==> config.mk <==
export PLATFORM = sky130hd
export DESIGN_NAME = rxhold_top
export DESIGN_NICKNAME = d
export VERILOG_FILES = /design/src/rtl/rxhold_pkg.sv /design/src/rtl/rxhold_store.sv /design/src/rtl/rxhold_errseq.sv /design/src/rtl/rxhold_irq.sv /design/src/rtl/rxhold_top.sv
export SDC_FILE = /design/constraint.sdc
export NUM_CORES = 1
export LEC_CHECK = 0
export ABC_AREA = 1
export BUFFER_PORTS_ARGS = -buffer_cell sky130_fd_sc_hd__buf_2
export CORE_MARGIN = 4
export CORE_UTILIZATION = 49
export CTS_CLUSTER_DIAMETER = 30
export DETAILED_ROUTE_END_ITERATION = 8
export GPL_ROUTABILITY_DRIVEN = 0
export GPL_TIMING_DRIVEN = 0
export PLACE_DENSITY = 0.85
export SLEW_MARGIN = 0
export SYNTH_ARGS = -nofsm -noshare
export SYNTH_HDL_FRONTEND = slang
export SYNTH_HIERARCHICAL = 1
export SYNTH_SLANG_ARGS = --single-unit
==> constraint.sdc <==
create_clock -name clk -period 1.6 [get_ports clk]
set_input_delay 0.32 -clock clk [delete_from_list [all_inputs] [get_ports clk]]
set_output_delay 0.32 -clock clk [all_outputs]
set_load 0.01 [all_outputs]
==> src/rtl/rxhold_pkg.sv <==
`timescale 1ns/1ps
package rxhold_pkg;
  localparam int ERR_N     = 3;
  localparam int ERR_OVR   = 0;
  localparam int ERR_NOISE = 1;
  localparam int ERR_FRM   = 2;

  typedef logic [ERR_N-1:0] err_vec_t;

  // flags after one cycle: clear the armed set, then OR in fresh events
  function automatic err_vec_t err_next(err_vec_t cur, err_vec_t set_v, err_vec_t clr_v);
    return (cur & ~clr_v) | set_v;
  endfunction

  function automatic logic irq_calc(logic rdy, err_vec_t e, logic rx_ie,
                                    logic err_ie, logic dma_on);
    logic rx_src;
    logic dma_src;
    rx_src  = rx_ie & (rdy | e[ERR_OVR]);
    dma_src = err_ie & dma_on & (|e);
    return rx_src | dma_src;
  endfunction

  // a character is taken when the register is free or freed this cycle
  function automatic logic can_accept(logic rdy, logic rd_now);
    return !rdy || rd_now;
  endfunction
endpackage

==> src/rtl/rxhold_store.sv <==
`timescale 1ns/1ps
module rxhold_store #(
  parameter int DATA_W = 8
) (
  input  logic              clk,
  input  logic              rst_n,
  input  logic              frm_valid,
  input  logic [DATA_W-1:0] frm_data,
  input  logic              rd_evt,
  output logic              ready_q,
  output logic [DATA_W-1:0] buf_q,
  output logic              accept,
  output logic              ovr_evt
);
  import rxhold_pkg::*;

  assign accept  = frm_valid && can_accept(ready_q, rd_evt);
  assign ovr_evt = frm_valid && !accept;

  always_ff @(posedge clk or negedge rst_n) begin
    if (!rst_n) begin
      ready_q <= 1'b0;
      buf_q   <= '0;
    end else begin
      if (accept) begin
        ready_q <= 1'b1;
        buf_q   <= frm_data;
      end else if (rd_evt) begin
        ready_q <= 1'b0;
      end
    end
  end

  a_r1_accept_loads: assert property (@(posedge clk) disable iff (!rst_n)
    accept |=> (ready_q && buf_q == $past(frm_data)));
  a_r2_read_frees: assert property (@(posedge clk) disable iff (!rst_n)
    (rd_evt && !frm_valid) |=> !ready_q);
  a_r3_keep_on_overrun: assert property (@(posedge clk) disable iff (!rst_n)
    ovr_evt |=> ($stable(buf_q) && ready_q));
endmodule

==> src/rtl/rxhold_errseq.sv <==
`timescale 1ns/1ps
module rxhold_errseq
  import rxhold_pkg::*;
(
  input  logic     clk,
  input  logic     rst_n,
  input  err_vec_t err_set,
  input  logic     stat_rd,
  input  logic     rd_evt,
  output err_vec_t flags_q,
  output logic     arm_q
);
  err_vec_t mask_q;
  err_vec_t clr_v;
  logic     fire;

  assign fire  = arm_q && rd_evt;
  assign clr_v = fire ? mask_q : '0;

  always_ff @(posedge clk or negedge rst_n) begin
    if (!rst_n) begin
      flags_q <= '0;
      mask_q  <= '0;
      arm_q   <= 1'b0;
    end else begin
      flags_q <= err_next(flags_q, err_set, clr_v);
      if (stat_rd) begin
        arm_q  <= 1'b1;
        mask_q <= rd_evt ? flags_q : (mask_q | flags_q);
      end else if (rd_evt) begin
        arm_q  <= 1'b0;
        mask_q <= '0;
      end
    end
  end

  a_r6_hold_unarmed: assert property (@(posedge clk) disable iff (!rst_n)
    !fire |=> ((flags_q | ~$past(flags_q)) == '1));
  a_r7_new_err_survives: assert property (@(posedge clk) disable iff (!rst_n)
    (err_set != '0) |=> ((flags_q & $past(err_set)) == $past(err_set)));
  a_r7_status_keeps_arm: assert property (@(posedge clk) disable iff (!rst_n)
    stat_rd |=> arm_q);
endmodule

==> src/rtl/rxhold_irq.sv <==
`timescale 1ns/1ps
module rxhold_irq
  import rxhold_pkg::*;
(
  input  logic     clk,
  input  logic     rst_n,
  input  logic     rdy,
  input  err_vec_t flags,
  input  logic     rx_ie,
  input  logic     err_ie,
  input  logic     dma_on,
  output logic     irq,
  output logic     dma_req
);
  assign irq     = irq_calc(rdy, flags, rx_ie, err_ie, dma_on);
  assign dma_req = dma_on & rdy;

  a_r9_no_err_irq_outside_dma: assert property (@(posedge clk) disable iff (!rst_n)
    (!dma_on && !rx_ie) |-> !irq);
  a_r8_rx_irq: assert property (@(posedge clk) disable iff (!rst_n)
    (rx_ie && rdy) |-> irq);
  a_r10_req_needs_data: assert property (@(posedge clk) disable iff (!rst_n)
    dma_req |-> rdy);
endmodule

==> src/rtl/rxhold_top.sv <==
`timescale 1ns/1ps
module rxhold_top
  import rxhold_pkg::*;
#(
  parameter int DATA_W = 8
) (
  input  logic              clk,
  input  logic              rst_n,
  input  logic              frm_valid,
  input  logic [DATA_W-1:0] frm_data,
  input  logic              frm_noise,
  input  logic              frm_ferr,
  input  logic              stat_rd,
  input  logic              data_rd,
  input  logic              rx_ie,
  input  logic              err_ie,
  input  logic              dma_mode,
  input  logic              dma_ack,
  output logic [DATA_W-1:0] rd_data,
  output logic              st_ready,
  output logic              st_overrun,
  output logic              st_noise,
  output logic              st_framing,
  output logic              irq,
  output logic              dma_req
);
  logic     rd_evt;
  logic     accept;
  logic     ovr_evt;
  logic     arm_q;
  err_vec_t err_set;
  err_vec_t flags;

  assign rd_evt = data_rd | (dma_ack & dma_mode);

  always_comb begin
    err_set            = '0;
    err_set[ERR_OVR]   = ovr_evt;
    err_set[ERR_NOISE] = accept & frm_noise;
    err_set[ERR_FRM]   = accept & frm_ferr;
  end

  rxhold_store #(.DATA_W(DATA_W)) u_store (
    .clk(clk), .rst_n(rst_n), .frm_valid(frm_valid), .frm_data(frm_data),
    .rd_evt(rd_evt), .ready_q(st_ready), .buf_q(rd_data),
    .accept(accept), .ovr_evt(ovr_evt)
  );

  rxhold_errseq u_err (
    .clk(clk), .rst_n(rst_n), .err_set(err_set), .stat_rd(stat_rd),
    .rd_evt(rd_evt), .flags_q(flags), .arm_q(arm_q)
  );

  rxhold_irq u_irq (
    .clk(clk), .rst_n(rst_n), .rdy(st_ready), .flags(flags),
    .rx_ie(rx_ie), .err_ie(err_ie), .dma_on(dma_mode),
    .irq(irq), .dma_req(dma_req)
  );

  assign st_overrun = flags[ERR_OVR];
  assign st_noise   = flags[ERR_NOISE];
  assign st_framing = flags[ERR_FRM];

  a_r4_noise_with_ready: assert property (@(posedge clk) disable iff (!rst_n)
    (accept && frm_noise) |=> (st_noise && st_ready));
  a_r5_framing_with_ready: assert property (@(posedge clk) disable iff (!rst_n)
    (accept && frm_ferr) |=> (st_framing && st_ready));
  a_r10_ack_ignored: assert property (@(posedge clk) disable iff (!rst_n)
    (!dma_mode && dma_ack && !data_rd && !frm_valid && st_ready) |=> st_ready);
endmodule

==> flow_summary.toml <==
[route]
viasPerCell = 4.63
wire_per_inst_um = 10.8
drt_pre_antenna_iters = 4
drtAntennaViolNets = 0
drcViolationCount = 0
routed_wl_um = 1530
vias = 653
drt_iter0_drc = 8

[placement]
hpwl_um = 1220
post-place-ws_ns = 0.275
numPlacedInstances = 136
portBuffers = 31

[cells_and_area]
fin_cells = 141
fin_util_pct = 66.2
diodes = 0
layout-drive-gt1-share_pct = 37.6
nNetsFinal = 145
areaGrowthSynthToFinish_pct = 28.5

[critical_path]
slowest_stage = "dfrtp_1"
startpoint_type = "register"
worst-path-buf-inv = 1
crit_top_cell = "nand2_1"
cp_num_cells = 5
cp_data_required_time_ns = 1.28
path_cells = "nor2_1 -> nand2_1 -> nand2_1 -> nand2_1 -> buf_2"
cp_max_fo = 5
r2r_cells = 7
slowest_delay_ns = 0.42
cp.arrival_ns = 1.09
critPathCaptureType = "output pin"
crit_type = "reg2out"
critPathTopFamily = "flip-flops"

[sta]
hold_viol_final = 0
fin_crit_sh_pct = 87.9
max_freq_mhz = 711
worst_slack_ns = 0.194
period_minus_slack_ns = 1.41
rsz0062_at_grt = "false"
finalClockSkew_ns = 0.00636
maxSlewViolCount = 0
worstMarginPinSlew_ns = 0.360
relSlewSlack_pct = 76.0
tns_ns = 0
setup_viol = 0

[power]
p_leak_nw = 0.605
power.density_nw_per_um2 = 1020
peakVddDrop_mv = 0.651

[floorplanning]
num_rows = 14
start_util_pct = 51.5
io_pins = 33
die_h_um = 47.8
core_um2 = 1510
die_area_um2 = 2280
die_w_um = 47.8

[synthesis]
synth_edf_count = 0
yosysSeqAreaShare_pct = 51.6
yosysMostFrequentCell = "nand2_1"
syn_nets = 108
synthDominantCellAreaShare_pct = 51.6
yosysTopAreaCell = "dfrtp_1"
synth_cells = 89
synth_ff_type = "dfrtp_1"
netlist_area_um2 = 776
ys_async_sr_fraction_pct = 100
synth_warnings = 6
avgSynthCellArea_um2 = 8.72
synth_commonest_cells = "35 x nand2_1, 16 x dfrtp_1, 16 x inv_1"
synth_area_leaders = "dfrtp_1 52%, nand2_1 17%, nand3_2 10%"
yosys_register_bits = 16
yosysUniqueCellTypes = 11

[clock_network]
h-tree-depth = 1
cts_hold_buf = 1
postCtsSetupRepairBufs = 0
clock_sinks = 16
clkLatencyLatePin_ns = 0.28
cts_tree = "yes"
cts_resized = 0
clk_path_buf_depth = 2
path_clk_slew_ns = 0.09
clock-root-buffer = "clkbuf_4"
numCtsBuffers = 3

[global_routing]
first_global_vias = 607
grt_max_degree = 17
grt-ovfl-total = 0
grt_use_total_pct = 15.2
antenna_found_initial = 0
grt_pass1_wl_um = 2480

[run]
cap_violations = 0

[worst_hold_path]
min_path_type = "in2reg"
hold_path_depth = 3

[outcome]
status = "finished, final reports clean"
[per-layer routing]
layer / track usage (%) / wire length, um / up-vias / part of all wire [%]
li1: - / - / 339 / -
met1: 18.5 / 625 / 290 / 41
met2: 27.2 / 775 / 22 / 51
met3: 3.38 / 116 / 2 / 7.6
met4: 3.23 / 8 / 0 / 0.52
met5: 0 / 0 / - / 0
[cell families (layout without fill, tap and decap cells)]
group	count (synthesis)	after routing	synth area share, %
AND/OR/NAND/NOR	50	50	33.1
buffers and inverters	18	54	11.8
flip-flops	16	16	51.6
AO/OA/AOI/OAI	5	5	3.55
[cell usage in the layout, fill, tap and decap left out, drive strengths merged]
master       synthesis  layout
buf                  2      33
o21bai               1       1
dfrtp               16      16
dlygate4sd3          0       1
nand3               11      11
inv                 16      16
nand2               37      37
nor2                 2       2
clkbuf               0       4
o21ai                4       4
[flip-flops by register name (all words and copies together) (netlist names)]
register and flops:
u_err/arm_q 1, u_err/flags_q 3, u_store/buf_q 8, u_store/ready_q 1
u_err/mask_q 3
[layout make-up]
| class | count | area [um2] |
|---|---|---|
| buffer | 2 | 31.3 |
| clock buffer | 4 | 36.3 |
| fill | 127 | 509 |
| inverter | 16 | 60.1 |
| multi-input combinational | 55 | 284 |
| sequential | 16 | 400 |
| tap | 16 | 20.0 |
| timing repair buffer | 32 | 165 |
[path summary, 6_finish.rpt]
check                                             startpoint                           end  slack [ns]
max in group asynchronous                              rst_n  u_store/buf_q[5]$_DFFE_PN0P_        0.87
worst max register to register   u_store/ready_q$_DFFE_PN0P_    u_err/flags_q[1]$_DFF_PN0_        0.65
worst min register to register  u_store/buf_q[6]$_DFFE_PN0P_  u_store/buf_q[6]$_DFFE_PN0P_        0.48
worst max-delay path              u_err/flags_q[0]$_DFF_PN0_                           irq        0.19
worst min-delay path                             frm_data[7]  u_store/buf_q[7]$_DFFE_PN0P_        0.27
min in group asynchronous                              rst_n       u_err/arm_q$_DFFE_PN0P_        0.47
[worst reg2reg max path: cells and delay by family (launching register included)]
kind | cells | cell delay [ns]
AND/OR/NAND/NOR | 4 | 0.30
buffers and inverters | 3 | 0.13
flip-flops | 1 | 0.43
[report_power, final]
group | switching, W | leakage (nW) | internal (W) | total [W]
clock network | 0.000123 | 0.0210 | 0.000138 | 0.000261
logic | 0.000134 | 0.393 | 0.000107 | 0.000241
registers | 0.0000496 | 0.191 | 0.000470 | 0.000520
[stage by stage]
stage	hold slack, ns	total power (W)	cell area (um2)
3_3_place_gp	0.243	0.000759	951
2_1_floorplan	0.0244	0.000659	776
6_report	0.268	0.00102	997
4_1_cts	0.263	0.00104	997
5_1_grt	0.273	0.00109	997
3_5_place_dp	0.257	0.000772	951
No activity file was read; power rests on OpenSTA's default activity.
